File: src/rtl/sar_seq4.sv
module sar_seq4 #(
  parameter int DW         = 8,
  parameter int SAMPLE_CYC = 12,
  parameter int BIT_CYC    = 2,
  parameter int END_CYC    = 4,
  parameter int NCH        = 4
) (
  input  logic              clk,
  input  logic              rst_n,
  input  logic              clk_en,
  input  logic              start,
  input  logic              cont_mode,
  input  logic              grp_sel,
  input  logic              cmp_hi,
  output logic              sample_en,
  output logic [$clog2(NCH):0] chan_sel,
  output logic [DW-1:0]     trial_code,
  output logic [NCH*DW-1:0] result,
  output logic              done_flag
);
  localparam int SLOT_CYC  = SAMPLE_CYC + DW*BIT_CYC + END_CYC;
  localparam int BITS_END  = SAMPLE_CYC + DW*BIT_CYC;
  localparam int CW        = $clog2(SLOT_CYC);
  localparam int SW        = $clog2(NCH);
  localparam int IW        = $clog2(DW);

  logic          run, grp_q;
  logic [CW-1:0] cyc, bit_off;
  logic [SW-1:0] slot;
  logic [DW-1:0] sar, mask;
  logic [IW-1:0] bit_idx;
  logic          in_bits, last_of_bit, slot_end, seq_end, latch_now;

  assign in_bits     = run && cyc >= CW'(SAMPLE_CYC) && cyc < CW'(BITS_END);
  assign bit_off     = cyc - CW'(SAMPLE_CYC);
  assign bit_idx     = IW'(DW-1) - IW'(bit_off / CW'(BIT_CYC));
  assign last_of_bit = (bit_off % CW'(BIT_CYC)) == CW'(BIT_CYC-1);
  assign mask        = in_bits ? (DW'(1) << bit_idx) : '0;
  assign slot_end    = cyc == CW'(SLOT_CYC-1);
  assign seq_end     = slot_end && slot == SW'(NCH-1);
  assign latch_now   = cyc == CW'(BITS_END);

  assign sample_en  = run && cyc < CW'(SAMPLE_CYC);
  assign trial_code = in_bits ? (sar | mask) : '0;
  assign chan_sel   = {grp_q, slot};

  always_ff @(posedge clk) begin
    if (!rst_n) begin
      run       <= 1'b0;
      grp_q     <= 1'b0;
      cyc       <= '0;
      slot      <= '0;
      sar       <= '0;
      result    <= '0;
      done_flag <= 1'b0;
    end else if (start) begin
      run       <= 1'b1;
      grp_q     <= grp_sel;
      cyc       <= '0;
      slot      <= '0;
      sar       <= '0;
      done_flag <= 1'b0;
    end else if (clk_en && run) begin
      if (in_bits && last_of_bit)
        sar[bit_idx] <= cmp_hi;
      if (latch_now)
        result[slot*DW +: DW] <= sar;
      if (slot_end) begin
        cyc  <= '0;
        sar  <= '0;
        slot <= seq_end ? '0 : slot + SW'(1);
        if (seq_end) begin
          done_flag <= 1'b1;
          run       <= cont_mode;
        end
      end else begin
        cyc <= cyc + CW'(1);
      end
    end
  end
endmodule

File: config.mk
export PLATFORM = sky130hd
export DESIGN_NAME = sar_seq4
export DESIGN_NICKNAME = d
export VERILOG_FILES = /design/src/rtl/sar_seq4.sv
export SDC_FILE = /design/constraint.sdc
export NUM_CORES = 1
export LEC_CHECK = 0
export BUFFER_PORTS_ARGS = -buffer_cell sky130_fd_sc_hd__buf_2
export CORE_UTILIZATION = 52
export CTS_CLUSTER_DIAMETER = 200
export CTS_CLUSTER_SIZE = 8
export DETAILED_ROUTE_END_ITERATION = 12
export HOLD_SLACK_MARGIN = 0.1
export PLACE_DENSITY = 0.81
export SLEW_MARGIN = 0
export SYNTH_ARGS = -nofsm -noshare
export SYNTH_HDL_FRONTEND = slang
export SYNTH_SLANG_ARGS = --single-unit
File: constraint.sdc
create_clock -name clk -period 3.06 [get_ports clk]
set_clock_uncertainty 0.2 [all_clocks]
set_input_delay 0.612 -clock clk [delete_from_list [all_inputs] [get_ports clk]]
set_output_delay 0.612 -clock clk [all_outputs]
set_load 0.05 [all_outputs]
-- Word level (Yosys, flattened, before mapping)
Cells that the tools add are included.
- add/subtract/negate cells: 5
- magnitude comparators: 5
- equality and inequality tests: 3
- shifts and indexed selects: 3
- multiplexer cells: 14
- bitwise operators: 3
- reductions and logical operators: 17
- operators with widths (cell ; number):
    $neg A5 Y34 ; 1
    $shift A8 B34 Y32 const A ; 1
    $shiftx A8 B34 Y32 ; 1
    $bwmux W32 ; 1
    $mux W8 ; 4
    $eq A5 B5 Y1 const B ; 2
    $reduce_and A3 Y1 ; 3
    $bwmux W8 ; 1
    $or A8 B8 Y8 ; 1
    $reduce_bool A2 Y1 ; 4
    $shl A1 B3 Y8 const A ; 1
    $logic_and A1 B1 Y1 ; 7
    $add A5 B1 Y5 const B ; 1
    $ge A5 B4 Y1 const B ; 1
    $lt A5 B4 Y1 const B ; 1
    $lt A5 B5 Y1 const B ; 1
    $mux W1 ; 5
    $mux W5 ; 1
    $lt A3 B4 Y1 const B ; 1
    $reduce_and A2 Y1 ; 2
    $sub A4 B4 Y4 const B ; 1
    $demux W1 S3 ; 1
    $ge A3 B1 Y1 const B ; 1
    $sub A3 B3 Y3 const A ; 1
    5 further kinds ; 6
- bits in registers: 50
- input bits: 7
- output and inout bits: 45
- logic and storage cells: 57

-- Depth between registers and ports, before layout
- word-level depth: 9
- depth in mapped cells: 9

-- Least setup slack after synthesis
No wires, ideal clock.
- path type: flip-flop to output port
- start point: reg cyc[2]
- end point: out trial_code[1]
- data arrival time: 1849 ps
- required time: 2248 ps
- path slack: 399 ps
- cell stages (with the launch flop): 6
- path buffers: 1
- path through: dfxtp_1 -> buf_2 -> inv_1 -> ha_1 -> nand3_1 -> a21oi_1
- cells in the longest elaborated chain, start to end: 6
- elaborated cells on any way between the ends: 10
- those cells by class: add/sub (2); order compare (2); shift (1); mux (2); bitwise (1); reduce/logical (2)
- RTL lines (item ; RTL line ; text):
    start: declaration ; 28 ; logic [CW-1:0] cyc, bit_off;
    start signal: assignment ; 77 ; cyc <= cyc + CW'(1);
    $sub A4 B4 Y4 or $ge A5 B4 Y1 (tied branches) ; 35, 34 ;
    $sub A3 B3 Y3 or $logic_and A1 B1 Y1 (tied branches) ; 36, 34 ;
    $shl A1 B3 Y8 or $logic_and A1 B1 Y1 (tied branches) ; 38, 34 ;
    $mux W8 ; 38 ; assign mask = in_bits ? (DW'(1) << bit_idx) : '0;
    $or A8 B8 Y8 ; 44 ; assign trial_code = in_bits ? (sar | mask) : '0;
    $mux W8 (*) ; 44 ;
    end: declaration ; 17 ; output logic [DW-1:0] trial_code,
Mark *: on every way between the ends. The rest lies on a longest branch, timed or not.

-- Worst setup path in the final report
Ends and elaborated chain as after synthesis.

==> qor.csv <==
stage,metric,value,unit
synthesis,ys async rst share,0,
clock_tree,clock tree sinks,50,
finish,"most common cell after layout, fill and taps aside",buf_2,
finish,Layout area overhead,14.5,%
sta,Hold Fails Final Rpt,0,
sta,max-slew violations,0,
synthesis,post-synthesis sequential area ratio,0.377,
critical_path,CP max FO,13,
sta,final setup TNS,0,ns
finish,most frequent cells in the layout,"buf_2 (51), dfxtp_1 (50), nand3_1 (40), nand2_1 (37), mux2i_1 (34)",
placed_design,GPL Wtd Cong,0.930,
route,initial drt markers,147,
synthesis,Gate Count Post-Synth,307,
sta,Fmax,348,MHz
job,max-cap viol count,0,
sta,Least-Margin Pin Slew,0.560,ns
clock_tree,Worst-Skew Late Latency,0.30,ns
clock_tree,Num CTS Buffers,5,
critical_path,kind of cell adding the most delay to the critical path,flip-flops,
finish,multi-input logic area,0.00149,mm2
grt,total track usage,0.226,
grt,GRT overflow,0,
synthesis,top-area cell type share of the netlist area,0.377,
clock_tree,Worst-path clk slew,0.09,ns
power_and_ir_drop,cell area power density,388,mW/mm2
route,drt drc,0,
worst_hold_path,Hold WC Path Type,flip-flop to flip-flop,
grt,first-pass GRT wire length,9390,um
synthesis,area of the mapped netlist,0.00265,mm2
route,Antenna Violating Nets Remaining,0,
floorplanning,I/O pin count,52,
synthesis,post-synth net total,325,
synthesis,post-synth top area cell,dfxtp_1,
synthesis,synth top area cells,"dfxtp_1 (38%), mux2i_1 (13%), nand3_1 (7.5%), nand2_1 (5.2%), ha_1 (5.2%)",
finish,fin area,0.00304,mm2
grt,pin count of the biggest net entering global routing,61,
synthesis,"FF+latch count, synth",50,
critical_path,CP arrival,2.06,ns
critical_path,slowest CP cell,dfxtp_1,
grt,number of global-route vias before repair,1958,
clock_tree,CTS root buffer,clkbuf_8,
sta,slew margin rel.,0.626,
status,run status,"finished, final reports clean",
critical_path,Worst EP required,2.25,ns
sta,final setup fails,0,
floorplanning,core area,0.00482,mm2
finish,share of layout cells above drive strength 1,0.219,
placed_design,DP Area,0.00292,mm2
clock_tree,CTS max path bufs,2,
route,Total Wirelength,5830,um
power_and_ir_drop,Worst IR Drop VDD,0.000220,V
placed_design,hpwl dp,4180,um
clock_tree,post-CTS setup buffers,0,
critical_path,CP Cell Sequence,ha_1 -> a311o_1 -> nand3_1 -> a21oi_1 -> buf_2,
critical_path,crit start category,flip-flop,
critical_path,WS Path Type,flip-flop to output pin,
sta,Tcrit/Tclk final,0.939,
synthesis,count of different cell masters after synthesis,39,
finish,Antenna Cells,0,
critical_path,CP endpoint kind,output pin,
finish,number of fillers in the final layout,438,
floorplanning,initial core utilization,0.551,
route,via count of the routed design,2292,
critical_path,"Largest stage delay, worst path",0.56,ns
floorplanning,chip width,73.4,um
route,drt pass-1 iters,4,
grt,initial antenna violation count,0,
floorplanning,num rows,25,
synthesis,synth warn,0,
placed_design,port bufs,51,
route,drt via density,5.48,
clock_tree,H-tree levels,2,
clock_tree,CTS tree,yes,
floorplanning,Die Span Y,73.4,um
route,Routed wire per std cell,13.9,um
clock_tree,Post-CTS Hold Buffers,0,
sta,fin crit period,2.87,ns
synthesis,Syn Area/Cell,8.64,um2
finish,Storage cell area,0.00100,mm2
synthesis,"EDFF count, synth",0,
sta,RSZ-0062 raised after global routing,no,
power_and_ir_drop,Leakage,1.38,nW
critical_path,"Buf+Inv Stages, Crit Path",1,
clock_tree,post-cts sizing count,0,
synthesis,ys flop type,dfxtp_1,
finish,final net count,368,
floorplanning,die area,0.00539,mm2
[layout make-up]
class	count	area share
sequential	50	0.329
inverter	14	0.0173
clock buffer	5	0.0226
tap	67	0.0276
timing repair buffer	56	0.0963
multi-input combinational	223	0.491
clock inverter	3	0.0156
[routing by layer]
layer	GRT usage	vias to the layer above	wire (um)
li1	-	1162	-
met1	0.299	1064	2740
met2	0.375	62	2770
met3	0.0494	4	273
met4	0.0534	0	39
met5	0	-	0
[cell usage after synthesis, types with 4 or more instances]
library cell  number
a21oi_1           19
a31oi_1            7
buf_1              4
buf_2              4
clkbuf_1           8
dfxtp_1           50
ha_1              11
inv_1             13
mux2i_1           34
nand2_1           37
nand2_8            4
nand3_1           40
nor2_1            15
nor2b_1            6
nor3_1             7
nor3b_1            4
o21ai_0            8
o22ai_1            7
[per-stage QoR]
step	instances	power (mW)	setup WS, ns	hold slack (ns)	util
final	418	1.18	0.188	0.255	0.631
after global routing	418	1.22	0.0157	0.278	0.631
after CTS	418	1.19	0.209	0.262	0.631
after detailed placement	410	0.720	0.549	0.250	0.607
after global placement	410	0.720	0.599	0.244	0.607
after floorplan	307	0.709	0.399	0.284	-
[cell families after synthesis]
logic type | Yosys count | synth area share
AO/OA/AOI/OAI | 50 | 0.118
adder cells (fa/ha/maj) | 11 | 0.0519
buffers and inverters | 34 | 0.0603
flip-flops | 50 | 0.377
multiplexers | 35 | 0.132
AND/OR/NAND/NOR | 127 | 0.260
[tightest hold or removal path, delay by kind of cell (launching register included)]
kind | cells | cell delay (ns)
multiplexers | 1 | 0.05
AND/OR/NAND/NOR | 1 | 0.05
flip-flops | 1 | 0.31
[flip-flops by register name (all words and copies together), names as in the netlist]
signal / cells
grp_q: 1
sar: 8
done_flag: 1
cyc: 5
slot: 2
run: 1
result: 32
[where the power goes]
group          switching [mW]  leakage, nW  internal [mW]  total (mW)
clock network           0.223       0.0591          0.249       0.473
registers             0.00268        0.403          0.652       0.655
logic                  0.0376        0.917         0.0133      0.0509
[path summary, 6_finish.rpt]
kind	startpoint	end	slack [ns]	depth (start not counted)
min	result[23]	result[23]	0.26	2
min reg2reg	result[23]	result[23]	0.26	2
max	cyc[2]	trial_code[1]	0.19	5
max reg2reg	cyc[2]	sar[2]	0.72	6
Power figures use the tool's default switching activity.
